===== src/rtl/ofs_prog_pkg.sv =====
package ofs_prog_pkg;
    typedef enum logic [1:0] {
        ST_PAR_AE = 2'b00,
        ST_PAR_AF = 2'b01,
        ST_SER_AE = 2'b10,
        ST_SER_AF = 2'b11
    } ofs_state_t;
endpackage


===== src/rtl/ofs_mode_fsm.sv =====
module ofs_mode_fsm
    import ofs_prog_pkg::*;
(
    input  logic clk,
    input  logic rst_n,
    input  logic strap_serial,
    input  logic load_n,
    input  logic ser_en_n,
    input  logic par_wr_n,
    input  logic par_rd_n,
    output logic ser_mode,
    output logic sel_af,
    output logic wr_go,
    output logic shift_go,
    output logic rd_go
);
    ofs_state_t st, st_nx;
    logic       access;

    // state register; the strap is only looked at while reset is held
    always_ff @(posedge clk) begin
        if (!rst_n) st <= strap_serial ? ST_SER_AE : ST_PAR_AE;
        else        st <= st_nx;
    end

    // decoded controls
    always_comb begin
        ser_mode = (st == ST_SER_AE) || (st == ST_SER_AF);
        sel_af   = (st == ST_PAR_AF) || (st == ST_SER_AF);
        rd_go    = !load_n && !par_rd_n;
        wr_go    = !load_n && !par_wr_n && !ser_mode;
        shift_go = !load_n && !ser_en_n && ser_mode;
        access   = rd_go || wr_go;
    end

    // next state
    always_comb begin
        st_nx = st;
        unique case (st)
            ST_PAR_AE: if (access) st_nx = ST_PAR_AF;
            ST_PAR_AF: if (access) st_nx = ST_PAR_AE;
            ST_SER_AE: if (access) st_nx = ST_SER_AF;
            ST_SER_AF: if (access) st_nx = ST_SER_AE;
            default:   st_nx = ST_PAR_AE;
        endcase
    end
endmodule


===== src/rtl/ofs_store.sv =====
module ofs_store #(
    parameter int OFS_W   = 10,
    parameter int DEF_PAR = 'h07F,
    parameter int DEF_SER = 'h3FF
) (
    input  logic             clk,
    input  logic             rst_n,
    input  logic             strap_serial,
    input  logic             wr_go,
    input  logic             shift_go,
    input  logic             sel_af,
    input  logic             ser_din,
    input  logic [OFS_W-1:0] wdata,
    output logic [OFS_W-1:0] ae_q,
    output logic [OFS_W-1:0] af_q
);
    localparam int CHAIN_W = 2 * OFS_W;
    localparam logic [OFS_W-1:0] PAR_INIT = OFS_W'(DEF_PAR);
    localparam logic [OFS_W-1:0] SER_INIT = OFS_W'(DEF_SER);

    logic [CHAIN_W-1:0] chain_nx;

    // new bit enters at the top of the almost-full half; oldest bit leaves the bottom
    assign chain_nx = {ser_din, af_q, ae_q[OFS_W-1:1]};

    always_ff @(posedge clk) begin
        if (!rst_n) begin
            ae_q <= strap_serial ? SER_INIT : PAR_INIT;
            af_q <= strap_serial ? SER_INIT : PAR_INIT;
        end else if (shift_go) begin
            {af_q, ae_q} <= chain_nx;
        end else if (wr_go) begin
            if (sel_af) af_q <= wdata;
            else        ae_q <= wdata;
        end
    end
endmodule


===== src/rtl/ofs_readback.sv =====
module ofs_readback #(
    parameter int OFS_W = 10
) (
    input  logic             clk,
    input  logic             rst_n,
    input  logic             rd_go,
    input  logic             sel_af,
    input  logic [OFS_W-1:0] ae_q,
    input  logic [OFS_W-1:0] af_q,
    output logic [OFS_W-1:0] rdata
);
    always_ff @(posedge clk) begin
        if (!rst_n)     rdata <= '0;
        else if (rd_go) rdata <= sel_af ? af_q : ae_q;
    end
endmodule


===== src/rtl/flag_offset_port.sv =====
module flag_offset_port #(
    parameter int OFS_W   = 10,
    parameter int DEF_PAR = 'h07F,
    parameter int DEF_SER = 'h3FF
) (
    input  logic             clk,
    input  logic             rst_n,
    input  logic             strap_serial,
    input  logic             load_n,
    input  logic             ser_en_n,
    input  logic             ser_din,
    input  logic             par_wr_n,
    input  logic             par_rd_n,
    input  logic [OFS_W-1:0] wdata,
    output logic [OFS_W-1:0] rdata,
    output logic [OFS_W-1:0] ae_offset,
    output logic [OFS_W-1:0] af_offset
);
    logic ser_mode, sel_af, wr_go, shift_go, rd_go;

    ofs_mode_fsm u_fsm (
        .clk(clk), .rst_n(rst_n), .strap_serial(strap_serial),
        .load_n(load_n), .ser_en_n(ser_en_n), .par_wr_n(par_wr_n),
        .par_rd_n(par_rd_n), .ser_mode(ser_mode), .sel_af(sel_af),
        .wr_go(wr_go), .shift_go(shift_go), .rd_go(rd_go)
    );

    ofs_store #(.OFS_W(OFS_W), .DEF_PAR(DEF_PAR), .DEF_SER(DEF_SER)) u_store (
        .clk(clk), .rst_n(rst_n), .strap_serial(strap_serial),
        .wr_go(wr_go), .shift_go(shift_go), .sel_af(sel_af),
        .ser_din(ser_din), .wdata(wdata), .ae_q(ae_offset), .af_q(af_offset)
    );

    ofs_readback #(.OFS_W(OFS_W)) u_rb (
        .clk(clk), .rst_n(rst_n), .rd_go(rd_go), .sel_af(sel_af),
        .ae_q(ae_offset), .af_q(af_offset), .rdata(rdata)
    );
endmodule


===== config.mk =====
export PLATFORM = sky130hd
export DESIGN_NAME = flag_offset_port
export DESIGN_NICKNAME = d
export VERILOG_FILES = /design/src/rtl/ofs_prog_pkg.sv /design/src/rtl/ofs_mode_fsm.sv /design/src/rtl/ofs_store.sv /design/src/rtl/ofs_readback.sv /design/src/rtl/flag_offset_port.sv
export SDC_FILE = /design/constraint.sdc
export NUM_CORES = 1
export LEC_CHECK = 0
export BUFFER_PORTS_ARGS = -buffer_cell sky130_fd_sc_hd__buf_2
export CORE_MARGIN = 2
export CORE_UTILIZATION = 25
export DETAILED_ROUTE_END_ITERATION = 8
export PLACE_DENSITY = 0.5
export SETUP_SLACK_MARGIN = 0.3
export SYNTH_ARGS = -nofsm -noshare
export SYNTH_HDL_FRONTEND = slang
export SYNTH_SLANG_ARGS = --single-unit

===== constraint.sdc =====
create_clock -name clk -period 6.4 [get_ports clk]
set_input_delay 0.96 -clock clk [delete_from_list [all_inputs] [get_ports clk]]
set_output_delay 0.96 -clock clk [all_outputs]
set_load 0.05 [all_outputs]

# After elaboration in Yosys (flattened, before gate mapping)
# Cells that the tools add are included.
# Widths: inputs -> output; s select.
totals:
  output_inout_bits: 30
  reg_bits: 32
  in_bits: 18
op_classes:
  reduce_logical: 17
  mux: 17
  eq_ne: 10
op_table:
  columns: ["operator", "count"]
  rows:
  - ["$mux 10", 10]
  - ["$mux 2", 6]
  - ["$ne 3x2->1 const B", 4]
  - ["$pmux 2 s4", 1]
  - ["$ne 3x1->1 const B", 2]
  - ["$logic_and 1x1->1", 5]
  - ["$logic_not 1->1", 5]
  - ["$eq 2x2->1 const B", 2]
  - ["$reduce_and 2->1", 2]
  - ["$reduce_and 4->1", 1]
  - ["$logic_or 1x1->1", 3]
  - ["$ne 3x3->1 const B", 1]
  - ["$eq 2x1->1 const B", 1]
  - ["$logic_not 2->1", 1]

# Logic depth before layout (Yosys ltp)
# Gate-level depths: netlist of run 1.
logic_depth:
  word_depth: 8
  mapped_depth: 5
  ltp_nobuf: 3

# Cells and area by module
# A second synthesis of run 1 with hierarchy kept.
unflattened:
  hier_cells: 135
  hier_area_um2: 1460.2
modules_own_cells:
  columns: ["module", "cells_per_inst", "area_each_um2", "seq_area_each_um2", "n_inst"]
  rows:
  - ["ofs_store", 81, 913.4, 600.6, 1]
  - ["ofs_readback", 43, 420.4, 200.2, 1]
  - ["ofs_mode_fsm", 11, 126.4, 60.1, 1]

# Worst setup path after synthesis of run 1
# OpenSTA, ideal clock, no wires.
synth_path:
  kind: "input -> register"
  from: "input ser_en_n"
  to: "register u_store.ae_q[0] (enable)"
  slack_ns: 4.105
  path_buffers: 0
  cell_stages: 3
  arrival_time_ns: 1.904
  required_time_ns: 6.009
  setup_ns: 0.391
  path_cell_list: "nor2b_1 > nor2_1 > o21ai_0"
synth_between:
  elab_chain_len: 5
synth_rtl:
  columns: ["item", "line", "rtl"]
  rows:
  - ["start: declaration", "flag_offset_port.sv:10", "input logic ser_en_n,"]
  - ["$logic_not 1->1 (*)", "ofs_mode_fsm.sv:32", "shift_go = !load_n && !ser_en_n && ser_mode;"]
  - ["$logic_and 1x1->1 (*) (2 in a row)", "ofs_mode_fsm.sv:32", null]
  - ["$ne 3x3->1 (no source line) or $ne 3x1->1 (tied branches)", null, null]
  - ["$reduce_and 2->1 (no source line) (*)", null, null]
  - ["end signal: assignment", "ofs_store.sv:28", "ae_q <= strap_serial ? SER_INIT : PAR_INIT;"]
  - ["end signal: assignment", "ofs_store.sv:31", "{af_q, ae_q} <= chain_nx;"]
  - ["end signal: assignment", "ofs_store.sv:34", "else ae_q <= wdata;"]
  - ["end: declaration", "ofs_store.sv:14", "output logic [OFS_W-1:0] ae_q,"]
# Every way passes the cells marked *; elsewhere a longest branch is shown, timed or not.
# A chain may end at the register's enable or synchronous reset.

# Worst setup path after layout of run 1
layout_path:
  from: "input load_n"
  to: "register u_store.ae_q[1], data pin"
layout_between:
  elab_chain_len: 5
layout_rtl:
  columns: ["item", "line", "rtl"]
  rows:
  - ["start: declaration", "flag_offset_port.sv:9", "input logic load_n,"]
  - ["$logic_not 1->1", "ofs_mode_fsm.sv:32", null]
  - ["$logic_and 1x1->1 (2 in a row)", "ofs_mode_fsm.sv:32", null]
  - ["$mux 10", "ofs_store.sv:30", "end else if (shift_go) begin"]
  - ["$mux 10", "ofs_store.sv:27", "if (!rst_n) begin"]
# No other way between the ends.

==> results of run 1 <==
worst register-to-register path: cells and delay by family, from the launching register on:
kind / cells / cell delay [ns]
AOI/OAI and AO/OA: 2 / 0.46
DFF: 1 / 0.42
and+or+nand+nor: 1 / 0.81
power breakdown:
group          internal (uW)  switching (uW)  total (uW)
clock network           87.6            70.3         158
registers                241            15.0         256
logic                   33.1            81.5         115
total                    362             167         529
area by class of cell:
class	count	area, sq um
Fill cell	633	3940
Sequential cell	32	861
Multi-Input combinational cell	81	547
Timing Repair Buffer	50	258
Tap cell	75	93.8
Clock buffer	8	90.1
Inverter	7	26.3
layer usage:
metal	global-route usage	vias to the layer above	share of wire
met2	0.169	28	0.47
met5	0	-	0
met4	0.0407	0	0.0083
met3	0.0389	2	0.061
met1	0.144	533	0.46
li1	-	564	-
final timing paths:
kind | start | end | slack [ns] | cells past startpoint
hold reg to reg | u_rb.rdata[8] | u_rb.rdata[8] | 0.49 | 1
setup / recovery | load_n | u_store.ae_q[1] | 4.09 | 4
hold / removal | u_rb.rdata[8] | u_rb.rdata[8] | 0.49 | 1
setup reg to reg | u_fsm.st[1] | u_store.ae_q[1] | 4.46 | 3
flip-flops by register name, summed over array words and instances, names as in the netlist:
name	flops
u_store.af_q	10
u_fsm.st	2
u_store.ae_q	10
u_rb.rdata	10
through the flow:
step / utilization / hold WS (ns)
global route: 0.323 / 0.515
global placement: 0.307 / 0.478
floorplan: - / 0.632
CTS: 0.323 / 0.497
finish: 0.323 / 0.493
detailed placement: 0.307 / 0.481
cells in the final DEF, fill, tap and decap left out:
master	instances
sky130_fd_sc_hd__buf_2	47
sky130_fd_sc_hd__edfxtp_1	22
sky130_fd_sc_hd__nand2_1	19
sky130_fd_sc_hd__a21o_1	14
sky130_fd_sc_hd__o21ai_0	10
sky130_fd_sc_hd__mux2i_1	10
sky130_fd_sc_hd__o211a_1	10
sky130_fd_sc_hd__dfxtp_1	10
sky130_fd_sc_hd__inv_1	7
sky130_fd_sc_hd__a31oi_1	6
sky130_fd_sc_hd__clkbuf_8	6
sky130_fd_sc_hd__nor2_1	4
sky130_fd_sc_hd__nor2b_1	3
sky130_fd_sc_hd__buf_4	3
sky130_fd_sc_hd__clkbuf_1	2
sky130_fd_sc_hd__or3b_2	1
sky130_fd_sc_hd__nor3b_4	1
sky130_fd_sc_hd__a21oi_1	1
sky130_fd_sc_hd__nor3_1	1
sky130_fd_sc_hd__mux2_2	1
kinds of logic after synthesis:
family,share of synthesized area
AOI/OAI and AO/OA,0.201
buffers and inverters,0.0498
DFF,0.581
muxes,0.0752
and+or+nand+nor,0.0929
==> summary.md, run 1 <==
| Metric | Value |
|---|---|
| CP arrival | 2.35 ns |
| IO Pins | 48 |
| Synth area leader | sky130_fd_sc_hd__edfxtp_1 |
| Number of global-route vias before repair | 1037 |
| Core area | 0.00582 sq mm |
| Setup skew after layout | 0.00522 ns |
| Pleak | 0.000893 uW |
| Cell family contributing the most delay on the critical path | simple AND/OR/NAND/NOR gates |
| Slew @ Worst Pin | 0.934 ns |
| Gr ovfl total | 0 |
| First-pass GRT wire length | 5270 microns |
| Peak supply drop | 105 uV |
| # placed instances | 245 |
| Cell with the largest stage delay on the worst path | sky130_fd_sc_hd__nor3b_4 |
| Min-Delay Path Class | flop to flop |
| Area added between synthesis and finish | 26.6% |
| Global Route Usage Sum | 0.111 |
| Clock-pin slew reported for the worst setup and hold paths after clock tree synthesis | 0.06 ns |
| Data required, critical path | 6.43 ns |
| Ys flop type | sky130_fd_sc_hd__edfxtp_1 |
| Delay of the slowest critical-path stage | 0.78 ns |
| Max Transition Viols Final | 0 |
| Worst-case setup slack after placement | 3.78 ns |
| Headroom to the max-slew limit | 0.377 |
| Starting utilization of the core area | 0.255 |
| Cell area after synthesis | 0.00148 sq mm |
| CTS Root Cell | sky130_fd_sc_hd__clkbuf_8 |
| Buffers & Inverters on Critical Path | 1 |
| Vert. Die Dim | 81.0 microns |
| Post-layout minimum cycle time | 2.31 ns |
| Sum of net half-perimeters after detailed placement | 2480 microns |
| Maximum number of pins on one net before global-route repair | 30 |
| Gate Count Post-Synth | 129 |
| First-pass iteration count of the detailed router | 4 |
| Tot Pwr | 529 uW |
| Total Routed Length | 3480 microns |
| Quantity of gates resized following cts | 0 |
| Mean area per synthesized cell | 11.5 sq um |
| Post-detailed-placement cell area | 0.00179 sq mm |
| Setup_tns | 0 ns |
| Non-Filler Cell Area, Final | 0.00188 sq mm |
| Share of the yosys chip area belonging to registers | 0.581 |
| Leading cell type by number of instances after synthesis | sky130_fd_sc_hd__edfxtp_1 |
| Status | finished, final reports clean |
| Critical path class | primary input to flop |
| Max-capacitance violation count | 0 |
| H-tree level count | 2 |
| Post-CTS Setup Bufs | 0 |
| Endpoint kind of the worst setup timing path | flop |
| Antenna Violating Nets Remaining | 0 |
| DR vias | 1127 |
| Largest buffer count on any clock path | 2 |
| CTS hold repair buffers | 0 |
| Kind of launch point of the worst setup path | primary input |
| Total clock sinks | 32 |
| Number of antenna violations at the first check in global routing | 0 |
| Detailed-route vias per instance | 4.45 |
| Peak Freq | 0.432 GHz |
| Weighted congestion at the end of routability-driven global placement | 0.685 |
| Number of nets in the layout | 195 |
| Yosys synthesis warning count | 0 |
| Post-route insts no fill | 253 |
| Routed wire length per instance | 13.8 microns |
| Worst-Skew Late Latency | 0.28 ns |
| Synth top area cells | sky130_fd_sc_hd__edfxtp_1 45%, sky130_fd_sc_hd__dfxtp_1 14%, sky130_fd_sc_hd__a21o_1 7.1% |
| Least setup slack across all paths after layout | 4.09 ns |
| Portion of synthesized cell area occupied by the leading cell type | 0.446 |
| Commonest cells in the synthesized netlist | 22 x sky130_fd_sc_hd__edfxtp_1, 19 x sky130_fd_sc_hd__nand2_1, 14 x sky130_fd_sc_hd__a21o_1 |
| Final worst-path cycle share | 0.361 |
| Number of diodes | 0 |
| Quantity of I/O buffers inserted on ports | 47 |
| Maximum fanout along the worst path | 27 |
| Final hold vios | 0 |
| Flip-flop and latch count after synthesis | 32 |
| Die area | 0.00656 sq mm |
| Post-synth net total | 147 |
| Areal power density over the cells | 282 mW/mm^2 |
| Unrepaired setup endpoints after global routing | no |
| Chip width | 81.0 microns |
| Initial detailed-routing violation count | 45 |
| Inserted Clock Buffers | 5 |
| # setup viols final | 0 |
| Proportion of register bits with asynchronous set or reset after synthesis | 0 |
| TritonCTS clock tree | yes |
| Count of cell types in the netlist | 21 |
| Count of flip-flops with a built-in enable after synthesis | 22 |
| CP cell instances | buf_2 -> nor3b_4 -> o21ai_0 -> a21o_1 |
| Final routed DRC violation total | 0 |
| Proportion of layout cells with a drive suffix above 1 | 0.331 |
| Number of rows created at floorplan | 28 |
(Power assumes the default switching activity.)
==> run 2: changes to the inputs <==
==> constraint.sdc (replaced) <==
create_clock -name clk -period 2.4 [get_ports clk]
set_input_delay 0.36 -clock clk [delete_from_list [all_inputs] [get_ports clk]]
set_output_delay 0.36 -clock clk [all_outputs]
set_load 0.05 [all_outputs]
==> run 2 against run 1 <==
Clock-buffer cell count shrank 3. Core utilization up 0.73 points. Cell count up 1.2%. Non-clock buffer count is 3 higher. Design area grew 2.3%. Sequential share of layout area is 1.0 points lower.
==> summary.md, run 2 (same netlist as run 1, synthesis figures left out) <==
| Metric | Value |
|---|---|
| Worst reg-to-reg setup slack | 0.70 ns (-3.76 ns) |
| First-pass GRT wire length | 5600 microns (+6.1%) |
| Routed wire length per instance | 13.8 microns (about the same) |
| Peak Freq | 0.588 GHz |
| Hold endpoint | u_fsm.st[1] |
| Antenna Violating Nets Remaining | 0 (unchanged) |
| Reg-to-reg endpoint | u_store.af_q[0] |
| Proportion of layout cells with a drive suffix above 1 | 0.354 (+0.0221) |
| Worst-Skew Late Latency | 0.29 ns (about the same) |
| Cell depth of the worst min-delay path | 2 (+1) |
| Sum of net half-perimeters after detailed placement | 2580 microns (+4.0%) |
| Starting utilization of the core area | 0.255 (unchanged) |
| Total clock sinks | 32 (unchanged) |
| Global Route Usage Sum | 0.115 (+0.00443) |
| CP arrival | 1.75 ns (-0.60 ns) |
| Most common cell after layout, fill and taps aside | sky130_fd_sc_hd__buf_2 |
| Maximum fanout along the worst path | 19 (-30%) |
| Setup skew after layout | 0.00801 ns (+0.00279 ns) |
| Number of nets in the layout | 198 (+1.5%) |
| # setup viols final | 0 (unchanged) |
| Clock-pin slew reported for the worst setup and hold paths after clock tree synthesis | 0.06 ns (about the same) |
| Logic depth of the worst register-to-register path | 3 (unchanged) |
| Detailed-route vias per instance | 4.56 (+2.3%) |
| Max Transition Viols Final | 0 (unchanged) |
| Kind of launch point of the worst setup path | flop |
| CTS hold repair buffers | 0 (unchanged) |
| Post-CTS Setup Bufs | 0 (unchanged) |
| Non-Filler Cell Area, Final | 0.00192 sq mm (+2.3%) |
| Worst hold path startpoint | strap_serial |
| DR vias | 1167 (+3.5%) |
| Worst-case hold slack | 0.394 ns (-0.0994 ns) |
| Highest-count cells in the layout ignoring fill and taps | 47 x sky130_fd_sc_hd__buf_2, 22 x sky130_fd_sc_hd__edfxtp_1, 19 x sky130_fd_sc_hd__nand2_1, 14 x sky130_fd_sc_hd__a21o_1 |
| Weighted congestion at the end of routability-driven global placement | 0.762 (+11%) |
| Final worst-path cycle share | 0.709 |
| Peak supply drop | 294 uV (+180%) |
| TritonCTS clock tree | yes |
| Largest buffer count on any clock path | 2 (unchanged) |
| Number of diodes | 0 (unchanged) |
| Final routed DRC violation total | 0 (unchanged) |
| Post-layout minimum cycle time | 1.70 ns |
| H-tree level count | 2 (unchanged) |
| Setup_tns | 0 ns (unchanged) |
| Maximum number of pins on one net before global-route repair | 30 (unchanged) |
| Gr ovfl total | 0 (unchanged) |
| Post-detailed-placement cell area | 0.00181 sq mm (+1.3%) |
| Area added between synthesis and finish | 29.5% |
| Tot Pwr | 1510 uW (+190%) |
| Slew @ Worst Pin | 0.682 ns (-0.252 ns) |
| Vert. Die Dim | 81.0 microns (unchanged) |
| Largest registers | u_rb.rdata (10), u_store.ae_q (10), u_store.af_q (10) |
| Min-Delay Path Class | primary input to flop |
| CTS Root Cell | sky130_fd_sc_hd__clkbuf_8 |
| Max-capacitance violation count | 0 (unchanged) |
| Critical path class | flop to flop |
| Final hold vios | 0 (unchanged) |
| Areal power density over the cells | 786 mW/mm^2 (+180%) |
| Pleak | 0.000921 uW (+3.2%) |
| First-pass iteration count of the detailed router | 4 (unchanged) |
| Quantity of gates resized following cts | 0 (unchanged) |
| Initial detailed-routing violation count | 73 (+62%) |
| Number of global-route vias before repair | 1092 (+5.3%) |
| Reg2reg start | u_fsm.st[1] |
| Total Routed Length | 3530 microns (+1.2%) |
| IO Pins | 48 (unchanged) |
| Inserted Clock Buffers | 5 (unchanged) |
| Chip width | 81.0 microns (unchanged) |
| Headroom to the max-slew limit | 0.545 (+0.168) |
| Unrepaired setup endpoints after global routing | no |
| Status | finished, final reports clean |
| Data required, critical path | 2.44 ns (-3.99 ns) |
| Number of antenna violations at the first check in global routing | 0 (unchanged) |
| Number of rows created at floorplan | 28 (unchanged) |
| Quantity of I/O buffers inserted on ports | 47 (unchanged) |
| Core area | 0.00582 sq mm (unchanged) |
| Endpoint kind of the worst setup timing path | flop |
| Die area | 0.00656 sq mm (unchanged) |
[run 2: changes by cell type in the layout (fill, tap and decap cells not counted), sizes merged]
cell / previous run / this run
clkinv: 0 / 1
buf: 50 / 53
bufinv: 0 / 1
inv: 7 / 8
clkbuf: 8 / 5
[run 2: per-layer routing]
| metal | routed length, microns | global-route usage | vias to the layer above |
|---|---|---|---|
| li1 | - | - | 569 |
| met1 | 1610 | 0.145 | 554 |
| met2 | 1590 | 0.178 | 40 |
| met3 | 292 | 0.0478 | 4 |
| met4 | 27 | 0.0407 | 0 |
| met5 | 0 | 0 | - |
[run 2: area by class of cell]
type                       count  area (sq um)
sequential                    32           861
tap                           75          93.8
timing repair buffer          53           280
clock inverter                 3          41.3
fill                         642          3900
clock buffer                   5          68.8
inverter                       7          26.3
multi-input combinational     81           547
[run 2: power breakdown]
group	total [uW]	leakage (uW)	switching, uW	internal [uW]
clock	513	0.0000585	206	308
combinational	315	0.000574	224	91.9
sequential	679	0.000288	35.8	643
total	1510	0.000921	465	1040
[run 2: worst max-delay path by stage]
stage	start	endpoint	slack (ns)	cells after the start
after global routing	u_fsm.st[1]	u_store.af_q[9]	0.57	4
after floorplan	u_fsm.st[0]	u_store.ae_q[0]	0.37	5
after global placement	load_n	u_store.af_q[0]	0.63	4
final	u_fsm.st[1]	u_store.af_q[0]	0.70	3
after detailed placement	load_n	u_store.af_q[0]	0.61	4
after CTS	u_fsm.st[1]	u_store.af_q[0]	0.68	3
[run 2: through the flow]
step | util | instances | worst slack, ns
2_1_floorplan | - | 129 | 0.370
3_3_place_gp | 0.311 | 248 | 0.631
3_5_place_dp | 0.311 | 248 | 0.612
4_1_cts | 0.330 | 256 | 0.678
5_1_grt | 0.330 | 256 | 0.571
6_report | 0.330 | 256 | 0.698
[run 2: critical path, stage by stage (launching register included)]
cell,delay [ns]
sky130_fd_sc_hd__edfxtp_1,0.42
sky130_fd_sc_hd__nor3b_4,0.62
sky130_fd_sc_hd__o21ai_0,0.23
sky130_fd_sc_hd__a21o_1,0.20
